===== src/rtl/irq_pkg.sv =====
package irq_pkg;
  localparam logic [1:0] ADDR_CTRL = 2'd0;
  localparam logic [1:0] ADDR_MASK = 2'd1;
  localparam logic [1:0] ADDR_EOI  = 2'd2;

  typedef enum logic [1:0] {
    LEG_SMI  = 2'd0,
    LEG_NMI  = 2'd1,
    LEG_INIT = 2'd2,
    LEG_INTR = 2'd3
  } legacy_kind_e;
endpackage


===== src/rtl/irq_sync.sv =====
module irq_sync #(
  parameter int W = 16
) (
  input  logic         clk,
  input  logic         rst_n,
  input  logic [W-1:0] d_i,
  output logic [W-1:0] q_o
);
  logic [W-1:0] meta_q;
  logic [W-1:0] sync_q;

  always_ff @(posedge clk or negedge rst_n) begin
    if (!rst_n) begin
      meta_q <= '0;
      sync_q <= '0;
    end else begin
      meta_q <= d_i;
      sync_q <= meta_q;
    end
  end

  assign q_o = sync_q;
endmodule


===== src/rtl/irq_src_cell.sv =====
module irq_src_cell (
  input  logic clk,
  input  logic rst_n,
  input  logic act_i,
  input  logic edge_mode_i,
  input  logic mask_i,
  input  logic eoi_i,
  input  logic claim_i,
  output logic req_o
);
  logic act_d;
  logic pend_q;
  logic insvc_q;
  logic rise;

  assign rise = act_i & ~act_d;

  always_ff @(posedge clk or negedge rst_n) begin
    if (!rst_n) begin
      act_d   <= 1'b0;
      pend_q  <= 1'b0;
      insvc_q <= 1'b0;
    end else begin
      act_d  <= act_i;
      // edge capture; masking or leaving edge mode drops it
      pend_q <= ((pend_q & ~claim_i) | rise) & ~mask_i & edge_mode_i;
      if (edge_mode_i)
        insvc_q <= 1'b0;
      else if (claim_i)
        insvc_q <= 1'b1;
      else if (eoi_i)
        insvc_q <= 1'b0;
    end
  end

  assign req_o = ~mask_i & (edge_mode_i ? pend_q : (act_i & ~insvc_q));
endmodule


===== src/rtl/irq_prio_pick.sv =====
module irq_prio_pick #(
  parameter int N = 16,
  parameter int W = 4
) (
  input  logic [N-1:0] req_i,
  output logic         any_o,
  output logic [W-1:0] idx_o
);
  always_comb begin
    any_o = |req_i;
    idx_o = '0;
    for (int i = N - 1; i >= 0; i--) begin
      if (req_i[i]) idx_o = W'(i);
    end
  end
endmodule


===== src/rtl/irq_group_ctrl.sv =====
module irq_group_ctrl #(
  parameter int NUM_SRC    = 16,
  parameter int GRP_SIZE   = 4,
  parameter int LEGACY_GRP = 3
) (
  input  logic                       clk,
  input  logic                       rst_n,
  input  logic [NUM_SRC-1:0]         irq_pin,
  input  logic                       cfg_we,
  input  logic [1:0]                 cfg_addr,
  input  logic [NUM_SRC-1:0]         cfg_wdata,
  output logic                       msg_valid,
  input  logic                       msg_ready,
  output logic                       msg_legacy,
  output logic [$clog2(NUM_SRC)-1:0] msg_code
);
  import irq_pkg::*;

  localparam int NUM_GRP  = NUM_SRC / GRP_SIZE;
  localparam int CODE_W   = $clog2(NUM_SRC);
  localparam int LEG_BASE = LEGACY_GRP * GRP_SIZE;
  localparam int LEG_BIT  = 2 * NUM_GRP;

  logic [NUM_GRP-1:0] edge_q;
  logic [NUM_GRP-1:0] low_q;
  logic               leg_en_q;
  logic [NUM_SRC-1:0] mask_q;
  logic [NUM_SRC-1:0] eoi_vec;
  logic [NUM_SRC-1:0] pin_s;
  logic [NUM_SRC-1:0] act_vec;
  logic [NUM_SRC-1:0] req_vec;
  logic [NUM_SRC-1:0] claim_vec;
  logic               pick_any;
  logic [CODE_W-1:0]  pick_idx;
  logic               pick_in_leg;
  logic               load;
  logic               msg_valid_q;
  logic               msg_leg_q;
  logic [CODE_W-1:0]  msg_src_q;

  // register port
  always_ff @(posedge clk or negedge rst_n) begin
    if (!rst_n) begin
      edge_q   <= '0;
      low_q    <= '0;
      leg_en_q <= 1'b0;
      mask_q   <= '1;
    end else if (cfg_we) begin
      if (cfg_addr == ADDR_CTRL) begin
        edge_q   <= cfg_wdata[NUM_GRP-1:0];
        low_q    <= cfg_wdata[2*NUM_GRP-1:NUM_GRP];
        leg_en_q <= cfg_wdata[LEG_BIT];
      end else if (cfg_addr == ADDR_MASK) begin
        mask_q <= cfg_wdata;
      end
    end
  end

  assign eoi_vec = (cfg_we && cfg_addr == ADDR_EOI) ? cfg_wdata : '0;

  irq_sync #(.W(NUM_SRC)) u_sync (
    .clk  (clk),
    .rst_n(rst_n),
    .d_i  (irq_pin),
    .q_o  (pin_s)
  );

  for (genvar i = 0; i < NUM_SRC; i++) begin : g_src
    localparam int G = i / GRP_SIZE;
    assign act_vec[i] = pin_s[i] ^ low_q[G];
    irq_src_cell u_cell (
      .clk        (clk),
      .rst_n      (rst_n),
      .act_i      (act_vec[i]),
      .edge_mode_i(edge_q[G]),
      .mask_i     (mask_q[i]),
      .eoi_i      (eoi_vec[i]),
      .claim_i    (claim_vec[i]),
      .req_o      (req_vec[i])
    );
  end

  irq_prio_pick #(.N(NUM_SRC), .W(CODE_W)) u_pick (
    .req_i(req_vec),
    .any_o(pick_any),
    .idx_o(pick_idx)
  );

  // the slot frees when empty or when its message is taken this cycle
  assign load        = pick_any && (!msg_valid_q || msg_ready);
  assign claim_vec   = load ? (NUM_SRC'(1) << pick_idx) : '0;
  assign pick_in_leg = (int'(pick_idx) >= LEG_BASE) &&
                       (int'(pick_idx) < LEG_BASE + GRP_SIZE);

  always_ff @(posedge clk or negedge rst_n) begin
    if (!rst_n) begin
      msg_valid_q <= 1'b0;
      msg_leg_q   <= 1'b0;
      msg_src_q   <= '0;
    end else if (load) begin
      msg_valid_q <= 1'b1;
      msg_leg_q   <= leg_en_q && pick_in_leg;
      msg_src_q   <= pick_idx;
    end else if (msg_ready) begin
      msg_valid_q <= 1'b0;
    end
  end

  assign msg_valid  = msg_valid_q;
  assign msg_legacy = msg_leg_q;
  assign msg_code   = msg_leg_q ? (msg_src_q - CODE_W'(LEG_BASE)) : msg_src_q;
endmodule


===== config.mk =====
export PLATFORM = sky130hd
export DESIGN_NAME = irq_group_ctrl
export DESIGN_NICKNAME = d
export VERILOG_FILES = /design/src/rtl/irq_pkg.sv /design/src/rtl/irq_sync.sv /design/src/rtl/irq_src_cell.sv /design/src/rtl/irq_prio_pick.sv /design/src/rtl/irq_group_ctrl.sv
export SDC_FILE = /design/constraint.sdc
export NUM_CORES = 1
export LEC_CHECK = 0
export BUFFER_PORTS_ARGS = -buffer_cell sky130_fd_sc_hd__buf_2
export CORE_MARGIN = 2
export CORE_UTILIZATION = 53
export DETAILED_ROUTE_END_ITERATION = 8
export GPL_TIMING_DRIVEN = 1
export PLACE_DENSITY = 0.8
export SETUP_SLACK_MARGIN = 0.1
export SYNTH_ARGS = -nofsm -noshare
export SYNTH_HDL_FRONTEND = slang
export SYNTH_HIERARCHICAL = 1
export SYNTH_SLANG_ARGS = --single-unit

===== constraint.sdc =====
create_clock -name clk -period 2.6 [get_ports clk]
set_input_delay 0.39 -clock clk [delete_from_list [all_inputs] [get_ports clk]]
set_output_delay 0.39 -clock clk [all_outputs]
set_load 0.02 [all_outputs]

==> results.txt <==
The run finished, with violations left. The final reports fail on negative setup slack. The logs give 390 ps for the latest clock arrival within the worst-skew pair and 38.4% for the sequential power share. After layout, the minimum clock period comes to 2920 ps.

Summed over all cells, the static leakage comes to 2.81 nW. Counting along the longest clock path gives a buffer depth of 2. The tools report the number of distinct library cells after synthesis as 38.

Entering global routing, the biggest net connects 57 pins. Setup violations remaining at the end of the flow were counted as 37. The worst setup path is captured at a flop.

The die is 98.9 um tall. Sequential elements use 58.7% of the synthesized area. Across all layers, the routed design uses 3766 vias.

The net count of the finished layout was 569. Dividing the detail-routed wire length by the instance count gives 21.6 um. Overall routed net length: 13900 um. TritonCTS built the clock tree. By area the synthesized netlist is led by sky130_fd_sc_hd__dfrtp_1 (50%), sky130_fd_sc_hd__dfstp_2 (8.8%), sky130_fd_sc_hd__nand2b_1 (7.0%), sky130_fd_sc_hd__a21oi_1 (5.4%), sky130_fd_sc_hd__mux2_2 (4.3%).

Once detail routing completed, the nets flagged for antenna violations numbered 0. The region available for standard cell placement spans 0.00872 mm^2. For the standard cell area after detailed placement, the log shows 0.00549 mm^2.

The post-route core utilization was 76.0%. The maximum clock skew at final layout was 14.6 ps; the final cycle utilization of the critical path was 112%. Derived from the worst setup path, the maximum achievable clock frequency is 342 MHz.

The tools report the sort of element at the start of the critical path as a flop. The max-slew violation count is 0, and the die width is 98.9 um. The critical setup path kind is reg2reg.

The number of warnings printed during yosys synthesis was 6. Final number of hold-violating endpoints: 0. At the pin with the least slew margin, the transition time is 498 ps. Setup repair after global routing could not meet its margin everywhere. The number of global-route vias before repair came out at 3821. Clock-pin slew was measured on the worst setup and hold paths at 110 ps. The worst-case IR drop observed on VDD is 0.534 mV. The post-route netlist has 56.0% of its cells at a drive strength greater than 1. The initial core utilization came out at 54.7%. The synthesized design spends more area on one cell type than any other, namely sky130_fd_sc_hd__dfrtp_1. By count the netlist is led by sky130_fd_sc_hd__dfrtp_1 (95), sky130_fd_sc_hd__nand2b_1 (53), sky130_fd_sc_hd__a21oi_1 (51), sky130_fd_sc_hd__nand2_1 (24), sky130_fd_sc_hd__inv_1 (20). Data on the critical path arrives at its endpoint at 3210 ps. The gate count of the mapped netlist is 410. The end of the worst register-to-register path was g_src[2].u_cell/pend_q$_DFF_PN0_.

The level count of the clock H-tree was 3. The maximum fanout along the worst path came out at 5. The setup slack of the critical path after layout was -320 ps. The worst hold path terminates at u_sync/meta_q[12]$_DFF_PN0_.

The count of cells along the worst hold path is 1, and the global-route wire length before repair is 18400 um. For the minimum setup slack among reg-to-reg paths, the log shows -320 ps. The growth of design area from synthesis to finish works out to 39.0%. The most frequent cell after synthesis is sky130_fd_sc_hd__dfrtp_1. Of all flip-flops after synthesis, the portion carrying an async set or reset was 100%.

The number of enable flip-flop cells after synthesis is 0. The global-route congestion overflow total was 0; the switching component of the power was 0.00229 W. Cell internal power was estimated by the tool at 0.00372 W. The run gives 24.3% as the total routing usage reported by global routing.

Power spread over the standard cell area amounts to 907 mW/mm^2. Summed over its instances, the top area cell type makes up 49.9% of the synthesized netlist area. Averaged over all synthesized cells, the footprint is 11.6 um^2.

Among all flip-flop cells after synthesis, the most frequent one is sky130_fd_sc_hd__dfrtp_1. Before CTS, the worst setup slack after placement is -272 ps. The first detailed-routing pass ran for 5 iterations. In this run the tool buffered the top-level ports with 43 buffer cells. Synthesis produced a netlist with a net count of 448.

In this run, the clock network consumes 16.1% of the power. The tool flagged a number of max-cap violations equal to 0. The via density per instance was 5.85. The finished cells cover 0.00663 mm^2. The tools report the root cell of the clock tree as sky130_fd_sc_hd__clkbuf_8. The iteration-0 DRC count of the detailed router was 186. At the end of routability-driven placement, the weighted congestion stood at 0.885.

The finished layout holds 644 standard cells, fillers aside. Once placement completed, the tool counted placed cells totaling 597. The run gives 111 as the clock net sink count. The worst register-to-register path begins at low_q[3]$_DFFE_PN0P_. After detailed routing, the number of remaining DRC violations is 0.

Detailed placement finished with a half-perimeter wire length of 6950 um. The path class of the tightest hold or removal check is in2reg. The logs give 0 for the initial antenna violation count and 9 for the TritonCTS buffer count. The number of antenna diodes in the final layout is 0. The die covers 0.00977 mm^2. The share of total power dissipated in combinational logic is 45.5%. The worst hold path startpoint is irq_pin[12]. For this design the top-level I/O count stands at 44. The normalized max-slew margin was 66.8%. The number of cell rows was 34; the number of flip-flops and latches in the synthesized netlist was 111. For the worst flop-to-flop path, the logic depth is 13. At the worst endpoint, the required time is 2890 ps.

The run gives 0.00477 mm^2 as the total standard cell area after synthesis. Net switching is 38.1% of the power.
==> power groups by stage <==
stage	Clock [W]	Combinational, W	Sequential (W)
CTS	0.000966	0.00209	0.00226
global route	0.00104	0.00283	0.00234
floorplan	0	0.000957	0.00219
finish	0.000966	0.00274	0.00231
global placement	0	0.00147	0.00225
detailed placement	0	0.00152	0.00227
==> logic make-up (layout without fill, tap and decap cells) <==
family,Yosys count,after routing,share of synthesized area [%]
buffers and inverters,29,155,2.68
AND/OR/NAND/NOR,164,164,21.3
AO/OA/AOI/OAI,60,60,6.61
multiplexers,28,28,7.40
flip-flops,111,111,58.7
XOR/XNOR,18,18,3.31
==> worst max path at each step <==
stage | from | end | slack, ps | cells past startpoint
detailed placement | low_q[2]$_DFFE_PN0P_ | g_src[0].u_cell/pend_q$_DFF_PN0_ | -270 | 11
finish | low_q[3]$_DFFE_PN0P_ | g_src[2].u_cell/pend_q$_DFF_PN0_ | -320 | 13
global route | low_q[3]$_DFFE_PN0P_ | g_src[2].u_cell/pend_q$_DFF_PN0_ | -410 | 13
global placement | low_q[2]$_DFFE_PN0P_ | g_src[2].u_cell/pend_q$_DFF_PN0_ | -220 | 12
floorplan | low_q[3]$_DFFE_PN0P_ | g_src[3].u_cell/pend_q$_DFF_PN0_ | 80 | 11
CTS | low_q[2]$_DFFE_PN0P_ | g_src[0].u_cell/pend_q$_DFF_PN0_ | -100 | 12
==> stage by stage <==
step / power [W] / setup TNS [ps] / hold slack, ps
after floorplan: 0.00315 / 0 / 94.4
after global placement: 0.00372 / -1300 / 269
after detailed placement: 0.00379 / -2680 / 268
after CTS: 0.00531 / -957 / 92.9
after global routing: 0.00621 / -9800 / 87.8
final: 0.00601 / -6940 / 91.0
==> cells in the final DEF, fill, tap and decap left out, drive strengths merged, types with 2 or more instances in the layout <==
cell / n
a21oi: 51
a31oi: 2
and2: 16
buf: 118
clkbuf: 10
clkinv: 4
dfrtp: 95
dfstp: 16
inv: 21
mux2: 28
nand2: 25
nand2b: 53
nand3: 2
nand4b: 2
nor2: 18
nor3: 4
nor4: 5
o21ai: 3
or2b: 16
or3b: 16
xor2: 17
==> flip-flops by register name, summed over array words and instances (netlist names) <==
name                  flops
edge_q                    4
g_src.u_cell/act_d       16
g_src.u_cell/insvc_q     16
g_src.u_cell/pend_q      16
leg_en_q                  1
low_q                     4
mask_q                   16
msg_legacy                1
msg_src_q                 4
msg_valid                 1
u_sync/meta_q            16
u_sync/q_o               16
==> critical path: stages, from the launching register on <==
cell,delay [ps]
sky130_fd_sc_hd__dfrtp_2,480
sky130_fd_sc_hd__xor2_2,160
sky130_fd_sc_hd__or3b_4,410
sky130_fd_sc_hd__a21oi_4,210
sky130_fd_sc_hd__buf_4,150
sky130_fd_sc_hd__inv_1,40
sky130_fd_sc_hd__a21oi_1,130
sky130_fd_sc_hd__o311a_1,250
sky130_fd_sc_hd__o22ai_4,140
sky130_fd_sc_hd__buf_6,170
sky130_fd_sc_hd__nand2b_4,190
sky130_fd_sc_hd__nor4_4,230
sky130_fd_sc_hd__nand2b_1,180
sky130_fd_sc_hd__a21oi_2,50
==> routing by layer <==
| metal | wire length (um) | global-route usage, % | vias up |
|---|---|---|---|
| li1 | - | - | 1597 |
| met1 | 5080 | 30.3 | 1873 |
| met2 | 6990 | 40.2 | 213 |
| met3 | 868 | 5.18 | 83 |
| met4 | 945 | 12.3 | 0 |
| met5 | 0 | 0 | - |
==> area by class of cell <==
class	count	area, um^2
Inverter	20	75.1
Fill cell	479	2090
Multi-Input combinational cell	270	2560
Tap cell	108	135
Sequential cell	111	2800
Timing Repair Buffer	119	877
Clock inverter	6	47.5
Clock buffer	10	128
==> timing repair <==
item / CTS / global route
gates resized for setup: 76 / 74
pin swaps: 37 / 36
hold buffers: 1 / 0
endpoints found under the hold margin: 13 / 0
buffers inserted: 18 / 13
endpoints found under the setup margin: 36 / 38
Note: power is estimated with default switching activity, not from simulation.
